**config.mk**
```make
export PLATFORM = sky130hd
export DESIGN_NAME = msr_write_ctrl
export DESIGN_NICKNAME = d
export VERILOG_FILES = /design/src/rtl/msr_pkg.sv /design/src/rtl/msr_filter.sv /design/src/rtl/msr_flags.sv /design/src/rtl/msr_effects.sv /design/src/rtl/msr_write_ctrl.sv
export SDC_FILE = /design/constraint.sdc
export NUM_CORES = 1
export LEC_CHECK = 0
export ABC_CLOCK_PERIOD_IN_PS = 2000
export BUFFER_PORTS_ARGS = -buffer_cell sky130_fd_sc_hd__buf_2
export CORE_ASPECT_RATIO = 1.2
export CORE_MARGIN = 2
export CORE_UTILIZATION = 45
export DETAILED_ROUTE_END_ITERATION = 16
export MAX_ROUTING_LAYER = met4
export PLACE_DENSITY = 0.83
export SLEW_MARGIN = 40
export SYNTH_ARGS = -nofsm -noshare
export SYNTH_HDL_FRONTEND = slang
export SYNTH_SLANG_ARGS = --single-unit
```
**constraint.sdc**
```tcl
create_clock -name clk -period 2 [get_ports clk]
set_clock_uncertainty 0.1 [all_clocks]
set_input_delay 0.2 -clock clk [delete_from_list [all_inputs] [get_ports clk]]
set_output_delay 0.2 -clock clk [all_outputs]
set_load 0.02 [all_outputs]
```
**src/rtl/msr_pkg.sv**
```systemverilog
// Package: shared types and constants of the machine state register controller.
// Assumes: the flag vector layout below is decoded by neighbouring logic.
package msr_pkg;

    // Derived flag vector, most significant field first.
    typedef struct packed {
        logic       le;
        logic       fp;
        logic       dr;
        logic       pr;
        logic       hv;
        logic [2:0] immu;
        logic [2:0] dmmu;
    } msr_flags_t;

    localparam int FLAGS_W = $bits(msr_flags_t);

    // Prefix value used when the exception-prefix bit is set.
    localparam logic [31:0] PREFIX_HIGH = 32'hFFF0_0000;

endpackage

```
**src/rtl/msr_filter.sv**
```systemverilog
// Module: msr_filter
// Turns a software write into the value to be stored. It applies the
// implemented-bits mask, protects the hypervisor bit and forces the bits
// that problem state requires on a 64-bit server core.
// Assumes: purely combinational; the caller registers the result.
module msr_filter #(
    parameter int              XLEN      = 64,
    parameter logic [XLEN-1:0] IMPL_MASK = '1,
    parameter int              HV_BIT    = 60,
    parameter int              PR_BIT    = 14,
    parameter int              EE_BIT    = 15,
    parameter int              IR_BIT    = 5,
    parameter int              DR_BIT    = 4,
    parameter bit              SERVER64  = 1'b1
) (
    input  logic [XLEN-1:0] cur_msr,
    input  logic [XLEN-1:0] wr_data,
    input  logic            alter_hv,
    output logic [XLEN-1:0] nxt_msr
);

    localparam logic [XLEN-1:0] ONE        = {{(XLEN-1){1'b0}}, 1'b1};
    localparam logic [XLEN-1:0] HV_MASK    = ONE << HV_BIT;
    localparam logic [XLEN-1:0] FORCE_MASK = (ONE << EE_BIT) | (ONE << IR_BIT) | (ONE << DR_BIT);

    logic [XLEN-1:0] masked;
    logic [XLEN-1:0] hv_kept;
    logic            hv_writable;

    // Purpose: remove unimplemented bits from the written value.
    always_comb masked = wr_data & IMPL_MASK;

    // Purpose: the hypervisor bit changes only on a privileged write made in hypervisor state.
    always_comb begin
        hv_writable = alter_hv && cur_msr[HV_BIT];
        hv_kept     = hv_writable ? masked : ((masked & ~HV_MASK) | (cur_msr & HV_MASK));
    end

    // Purpose: apply the problem-state forcing rule where the variant asks for it.
    generate
        if (SERVER64) begin : g_force
            always_comb nxt_msr = hv_kept[PR_BIT] ? (hv_kept | FORCE_MASK) : hv_kept;
        end else begin : g_noforce
            always_comb nxt_msr = hv_kept;
        end
    endgenerate

endmodule

```
**src/rtl/msr_flags.sv**
```systemverilog
// Module: msr_flags
// Derives the packed flag vector, including both translation-mode
// indices, from the stored register value.
// Assumes: combinational; the variant is fixed by parameter.
module msr_flags
    import msr_pkg::*;
#(
    parameter int XLEN         = 64,
    parameter int HV_BIT       = 60,
    parameter int PR_BIT       = 14,
    parameter int IR_BIT       = 5,
    parameter int DR_BIT       = 4,
    parameter int LE_BIT       = 0,
    parameter int FP_BIT       = 13,
    parameter int GS_BIT       = 28,
    parameter int IS_BIT       = 5,
    parameter int DS_BIT       = 4,
    parameter bit HAS_HV       = 1'b1,
    parameter bit EMBEDDED_MMU = 1'b0
) (
    input  logic [XLEN-1:0] msr,
    output msr_flags_t      flags
);

    logic       sup;
    logic       upper;
    logic       i_mid;
    logic       d_mid;

    // Purpose: index bit 0 marks supervisor state in both variants.
    always_comb sup = !msr[PR_BIT];

    // Purpose: choose the sources of index bits 2 and 1 for the variant.
    generate
        if (EMBEDDED_MMU) begin : g_emb
            always_comb begin
                upper = msr[GS_BIT];
                i_mid = msr[IS_BIT];
                d_mid = msr[DS_BIT];
            end
        end else begin : g_srv
            always_comb begin
                upper = msr[HV_BIT];
                i_mid = !msr[IR_BIT];
                d_mid = !msr[DR_BIT];
            end
        end
    endgenerate

    // Purpose: pack the pass-through bits, the hypervisor flag and both indices.
    always_comb begin
        flags.le   = msr[LE_BIT];
        flags.fp   = msr[FP_BIT];
        flags.dr   = msr[DR_BIT];
        flags.pr   = msr[PR_BIT];
        flags.hv   = !HAS_HV || msr[HV_BIT];
        flags.immu = {upper, i_mid, sup};
        flags.dmmu = {upper, d_mid, sup};
    end

endmodule

```
**src/rtl/msr_effects.sv**
```systemverilog
// Module: msr_effects
// Registers the side effects of a committed write: the flush and swap
// pulses, the exception prefix and the halt request.
// Assumes: old_msr/new_msr are the values before and after the same edge.
module msr_effects
    import msr_pkg::*;
#(
    parameter int XLEN      = 64,
    parameter int IR_BIT    = 5,
    parameter int DR_BIT    = 4,
    parameter int TGPR_BIT  = 17,
    parameter int EP_BIT    = 6,
    parameter int POW_BIT   = 18,
    parameter bit SHADOW_EN = 1'b1
) (
    input  logic            clk,
    input  logic            rst_n,
    input  logic            commit,
    input  logic [XLEN-1:0] old_msr,
    input  logic [XLEN-1:0] new_msr,
    input  logic            irq_pending,
    input  logic            pow_permit,
    output logic            flush_o,
    output logic            swap_o,
    output logic [XLEN-1:0] prefix_o,
    output logic            halt_o
);

    localparam logic [XLEN-1:0] PREFIX_ON = XLEN'(PREFIX_HIGH);

    logic xlate_change;
    logic ep_change;
    logic halt_req;

    // Purpose: detect the write conditions that raise side effects.
    always_comb begin
        xlate_change = (old_msr[IR_BIT] ^ new_msr[IR_BIT]) | (old_msr[DR_BIT] ^ new_msr[DR_BIT]);
        ep_change    = old_msr[EP_BIT] ^ new_msr[EP_BIT];
        halt_req     = new_msr[POW_BIT] && !irq_pending && pow_permit;
    end

    // Purpose: one-cycle flush pulse on a translation-enable change.
    always_ff @(posedge clk) begin
        if (!rst_n) flush_o <= 1'b0;
        else        flush_o <= commit && xlate_change;
    end

    // Purpose: one-cycle swap pulse on a temporary-register bit change, if present.
    generate
        if (SHADOW_EN) begin : g_swap
            always_ff @(posedge clk) begin
                if (!rst_n) swap_o <= 1'b0;
                else        swap_o <= commit && (old_msr[TGPR_BIT] ^ new_msr[TGPR_BIT]);
            end
        end else begin : g_noswap
            always_comb swap_o = 1'b0;
        end
    endgenerate

    // Purpose: update the exception prefix when the prefix bit changes.
    always_ff @(posedge clk) begin
        if (!rst_n)                      prefix_o <= '0;
        else if (commit && ep_change)    prefix_o <= new_msr[EP_BIT] ? PREFIX_ON : '0;
    end

    // Purpose: set halt on a power-save write, clear it on any pending interrupt.
    always_ff @(posedge clk) begin
        if (!rst_n)                    halt_o <= 1'b0;
        else if (irq_pending)          halt_o <= 1'b0;
        else if (commit && halt_req)   halt_o <= 1'b1;
    end

    // a pending interrupt always clears halt on the next edge.
    a_r8_irq_clears_halt: assert property (@(posedge clk) disable iff (!rst_n)
        irq_pending |=> !halt_o);

    // flush pulses last one cycle only.
    a_r4_flush_one_cycle: assert property (@(posedge clk) disable iff (!rst_n)
        flush_o && !commit |=> !flush_o);

endmodule

```
**src/rtl/msr_write_ctrl.sv**
```systemverilog
// Module: msr_write_ctrl (top)
// Holds the machine state register, commits filtered software writes and
// exposes the derived flags and the registered side-effect outputs.
// Assumes: one write per strobe; all outputs change on the write edge.
module msr_write_ctrl
    import msr_pkg::*;
#(
    parameter int              XLEN         = 64,
    parameter logic [XLEN-1:0] IMPL_MASK    = 64'hFFFF_FEFF_FFFF_FFFF,
    parameter logic [XLEN-1:0] RESET_MSR    = 64'h1000_0000_0000_0000,
    parameter int              HV_BIT       = 60,
    parameter int              PR_BIT       = 14,
    parameter int              EE_BIT       = 15,
    parameter int              IR_BIT       = 5,
    parameter int              DR_BIT       = 4,
    parameter int              LE_BIT       = 0,
    parameter int              FP_BIT       = 13,
    parameter int              TGPR_BIT     = 17,
    parameter int              EP_BIT       = 6,
    parameter int              POW_BIT      = 18,
    parameter int              GS_BIT       = 28,
    parameter int              IS_BIT       = 5,
    parameter int              DS_BIT       = 4,
    parameter bit              HAS_HV       = 1'b1,
    parameter bit              SERVER64     = 1'b1,
    parameter bit              SHADOW_EN    = 1'b1,
    parameter bit              EMBEDDED_MMU = 1'b0
) (
    input  logic                clk,
    input  logic                rst_n,
    input  logic                wr_en,
    input  logic [XLEN-1:0]     wr_data,
    input  logic                wr_alter_hv,
    input  logic                irq_pending,
    input  logic                pow_permit,
    output logic [XLEN-1:0]     msr_o,
    output logic [FLAGS_W-1:0]  flags_o,
    output logic                flush_o,
    output logic                swap_o,
    output logic [XLEN-1:0]     prefix_o,
    output logic                halt_o
);

    logic [XLEN-1:0] msr_q;
    logic [XLEN-1:0] msr_nxt;
    msr_flags_t      flags;

    msr_filter #(
        .XLEN(XLEN), .IMPL_MASK(IMPL_MASK), .HV_BIT(HV_BIT), .PR_BIT(PR_BIT),
        .EE_BIT(EE_BIT), .IR_BIT(IR_BIT), .DR_BIT(DR_BIT), .SERVER64(SERVER64)
    ) u_filter (
        .cur_msr(msr_q), .wr_data(wr_data), .alter_hv(wr_alter_hv), .nxt_msr(msr_nxt)
    );

    // Purpose: commit the filtered value on the write strobe.
    always_ff @(posedge clk) begin
        if (!rst_n)     msr_q <= RESET_MSR;
        else if (wr_en) msr_q <= msr_nxt;
    end

    msr_effects #(
        .XLEN(XLEN), .IR_BIT(IR_BIT), .DR_BIT(DR_BIT), .TGPR_BIT(TGPR_BIT),
        .EP_BIT(EP_BIT), .POW_BIT(POW_BIT), .SHADOW_EN(SHADOW_EN)
    ) u_effects (
        .clk(clk), .rst_n(rst_n), .commit(wr_en), .old_msr(msr_q), .new_msr(msr_nxt),
        .irq_pending(irq_pending), .pow_permit(pow_permit),
        .flush_o(flush_o), .swap_o(swap_o), .prefix_o(prefix_o), .halt_o(halt_o)
    );

    msr_flags #(
        .XLEN(XLEN), .HV_BIT(HV_BIT), .PR_BIT(PR_BIT), .IR_BIT(IR_BIT), .DR_BIT(DR_BIT),
        .LE_BIT(LE_BIT), .FP_BIT(FP_BIT), .GS_BIT(GS_BIT), .IS_BIT(IS_BIT), .DS_BIT(DS_BIT),
        .HAS_HV(HAS_HV), .EMBEDDED_MMU(EMBEDDED_MMU)
    ) u_flags (
        .msr(msr_q), .flags(flags)
    );

    // Purpose: drive the register and flag outputs.
    always_comb begin
        msr_o   = msr_q;
        flags_o = flags;
    end

    // a clear hypervisor bit can never become set again.
    a_r2_hv_stays_clear: assert property (@(posedge clk) disable iff (!rst_n)
        !$past(msr_q[HV_BIT]) && $past(rst_n) |-> !msr_q[HV_BIT]);

    // unimplemented bits are never set by a write.
    a_r1_mask_holds: assert property (@(posedge clk) disable iff (!rst_n)
        $past(wr_en) && $past(rst_n) |-> (msr_q & ~IMPL_MASK) == '0);

    // problem state on a server core implies the forced bits.
    a_r3_pr_forces: assert property (@(posedge clk) disable iff (!rst_n)
        SERVER64 && msr_q[PR_BIT] |-> msr_q[EE_BIT] && msr_q[IR_BIT] && msr_q[DR_BIT]);

    // a flush pulse means a translation-enable bit just changed.
    a_r4_flush_cause: assert property (@(posedge clk) disable iff (!rst_n)
        flush_o |-> (msr_q[IR_BIT] != $past(msr_q[IR_BIT])) || (msr_q[DR_BIT] != $past(msr_q[DR_BIT])));

    // a swap pulse means the temporary-register bit just toggled.
    a_r5_swap_cause: assert property (@(posedge clk) disable iff (!rst_n)
        swap_o |-> msr_q[TGPR_BIT] != $past(msr_q[TGPR_BIT]));

    // halt rises only with the power-save bit set.
    a_r7_halt_needs_pow: assert property (@(posedge clk) disable iff (!rst_n)
        $rose(halt_o) |-> msr_q[POW_BIT]);

endmodule

```
==> qor.yml <==
status: "completed"
design_area_mm2: 0.00383
pre_cts_ws_ns: 0.624
regArea_mm2: 0.00134
tightest_slew_ns: 0.506
grt_pass1_wl_um: 8810
ys_seq_elements: 67
finalSetupViolCount: 0
cts_buffers: 9
grt_overflow: 0
pin_count: 212
syn_to_final_growth_pct: 20.2
leakage_nw: 2.07
syn_inst: 307
hold_class: "in2reg"
placed_area_mm2: 0.00359
die_h_um: 96.2
syn_area_per_cell_um2: 10.4
rows: 33
grt_usage_pct: 15.6
finalWorstSetupSlack_ns: 0.605
synth_xor_area_share_pct: 0.549
path_cells: "buf_2"
wirelength_um: 6160
path_buf_inv: 1
yosys.area.top_type: "dfxtp_1"
cp.arrival_ns: 1.09
ys_seq_area_share_pct: 42.1
ys_warn_count: 0
dp_cells: 515
drt-initial-drc-count: 55
multi_input_area_mm2: 0.00132
clk_pin_slew_ns: 0.08
crit_family: "flip-flops"
critical_path_class: "reg2out"
ir_drop_mv: 0.545
synth_top_family_by_area: "buffers and inverters"
startpoint_type: "flip-flop"
synthAdderAreaFrac_pct: 0
r2r_slack_ns: 0.88
grt_max_degree: 72
syn_area_mm2: 0.00319
start_util_pct: 46.5
synth_compound_area_share_pct: 1.96
die_area_mm2: 0.00778
min_period_over_period_pct: 69.7
worstSetupEndpointType: "output pin"
drc: 0
hold_viol: 0
place_hpwl_um: 4560
clkLatencyLatePin_ns: 0.33
antenna_cells: 0
synth_top_area_share_pct: 42.1
cp_max_fo: 14
power.density_mw_per_mm2: 871
synthSimpleGateAreaFrac_pct: 14.0
ys_types: 24
cp_slowest_cell: "dfxtp_1"
io_buffers: 157
layout-drive-gt1-share_pct: 39.1
relSlewSlack_pct: 66.3
fmax_mhz: 717
crit_required_ns: 1.70
die_w_um: 80.8
clk_path_buf_depth: 2
cts-resized-gates: 0
max_stage_delay_ns: 0.53
rsz0062_at_grt: "no"
tritoncts: "built"
coreArea_mm2: 0.00685
viasPerCell: 4.31
synth.area.mux_share_pct: 18.5
final.setup.tns_ns: 0
drt-pass1-iter-count: 4
stdcell_count: 532
antenna_found_initial: 0
numClockSinks: 67
globalplace.congestion: 0.708
wire_per_inst_um: 11.6
drv_slew: 0
cap_violations: 0
ant_nets: 0
synth_area_leaders: "dfxtp_1 42%, mux2i_1 19%, buf_4 18%"
grt_pass1_vias: 1992
vias: 2292
n_fill_cell: 607
fin_nets: 510
root_buffer: "clkbuf_8"
h-tree-depth: 3
period_needed_ns: 1.39
==> power breakdown <==
group | leakage (nW) | total [W] | switching (W) | internal (W)
clock | 0.113 | 0.00126 | 0.000495 | 0.000769
combinational | 1.40 | 0.000614 | 0.000389 | 0.000225
sequential | 0.554 | 0.00146 | 0.0000459 | 0.00141
total | 2.07 | 0.00334 | 0.000930 | 0.00241
==> sequential cells by signal, summed over array words and instances, names as in the netlist <==
signal,flops
u_effects.prefix_o,1
u_effects.swap_o,1
u_effects.halt_o,1
msr_o,63
u_effects.flush_o,1
==> cell usage in the layout, fill, tap and decap left out, types with 3 or more instances in the layout <==
| master | count |
|---|---|
| clkbuf_8 | 11 |
| nor2_1 | 3 |
| a21oi_1 | 4 |
| o21ai_0 | 4 |
| mux2i_1 | 59 |
| conb_1 | 53 |
| nand2_1 | 4 |
| buf_2 | 156 |
| nor2b_1 | 60 |
| inv_1 | 3 |
| dfxtp_1 | 67 |
==> timing repair <==
item,4_1_cts,5_1_grt
hold endpoints to repair,1,0
hold buffers,1,0
setup endpoints to repair,0,0
setup buffers,0,0
==> stage by stage <==
| step | power [W] | hold WS, ns | utilization (%) |
|---|---|---|---|
| 6_report | 0.00334 | 0.0245 | 55.9 |
| 5_1_grt | 0.00350 | 0.0102 | 55.9 |
| 4_1_cts | 0.00339 | 0.00521 | 55.9 |
| 3_5_place_dp | 0.00211 | 0.271 | 52.4 |
| 3_3_place_gp | 0.00209 | 0.260 | 52.4 |
| 2_1_floorplan | 0.00204 | 0.176 | - |
==> area by class of cell <==
type | count | share of cell area, %
well taps | 87 | 2.84
flip-flops and latches | 67 | 35.0
inverters | 3 | 0.294
clock inverters | 4 | 1.89
repair buffers | 160 | 21.6
clock buffers | 12 | 4.05
multi-input cells | 199 | 34.4
==> kinds of logic (layout without fill, tap and decap cells) <==
family,count (synthesis),in the layout
other cells,1,53
simple gates,74,74
buf+inv,93,179
mux,59,59
flops,67,67
xor+xnor,2,2
compound gates,11,11
==> layer usage <==
layer  global-route usage (%)  wire length, µm  vias to the layer above
met3                     6.66              618                        8
li1                         -                -                     1131
met4                     5.37               68                        0
met2                     27.3             3020                      127
met5                        -                0                        -
met1                     15.4             2440                     1026
==> Yosys cell counts, drive strengths merged <==
cell type,number
a31oi,1
nand2,4
o311ai,1
nor3b,1
buf,84
mux2i,59
xor2,2
o21ai,4
nor2,3
a21oi,4
nand2b,1
nor2b,60
dfxtp,67
conb,1
and3,1
inv,3
a21boi,1
clkbuf,6
nand3b,1
nor4,2
nor3,1
==> final timing paths <==
path	startpoint	endpoint	cells past startpoint
setup / recovery	u_effects.prefix_o[30]	prefix_o[31]	1
hold reg to reg	msr_o[60]	msr_o[60]	2
hold / removal	wr_data[1]	msr_o[1]	3
setup reg to reg	msr_o[4]	u_effects.flush_o	3
No activity file was read; power rests on OpenSTA's default activity.
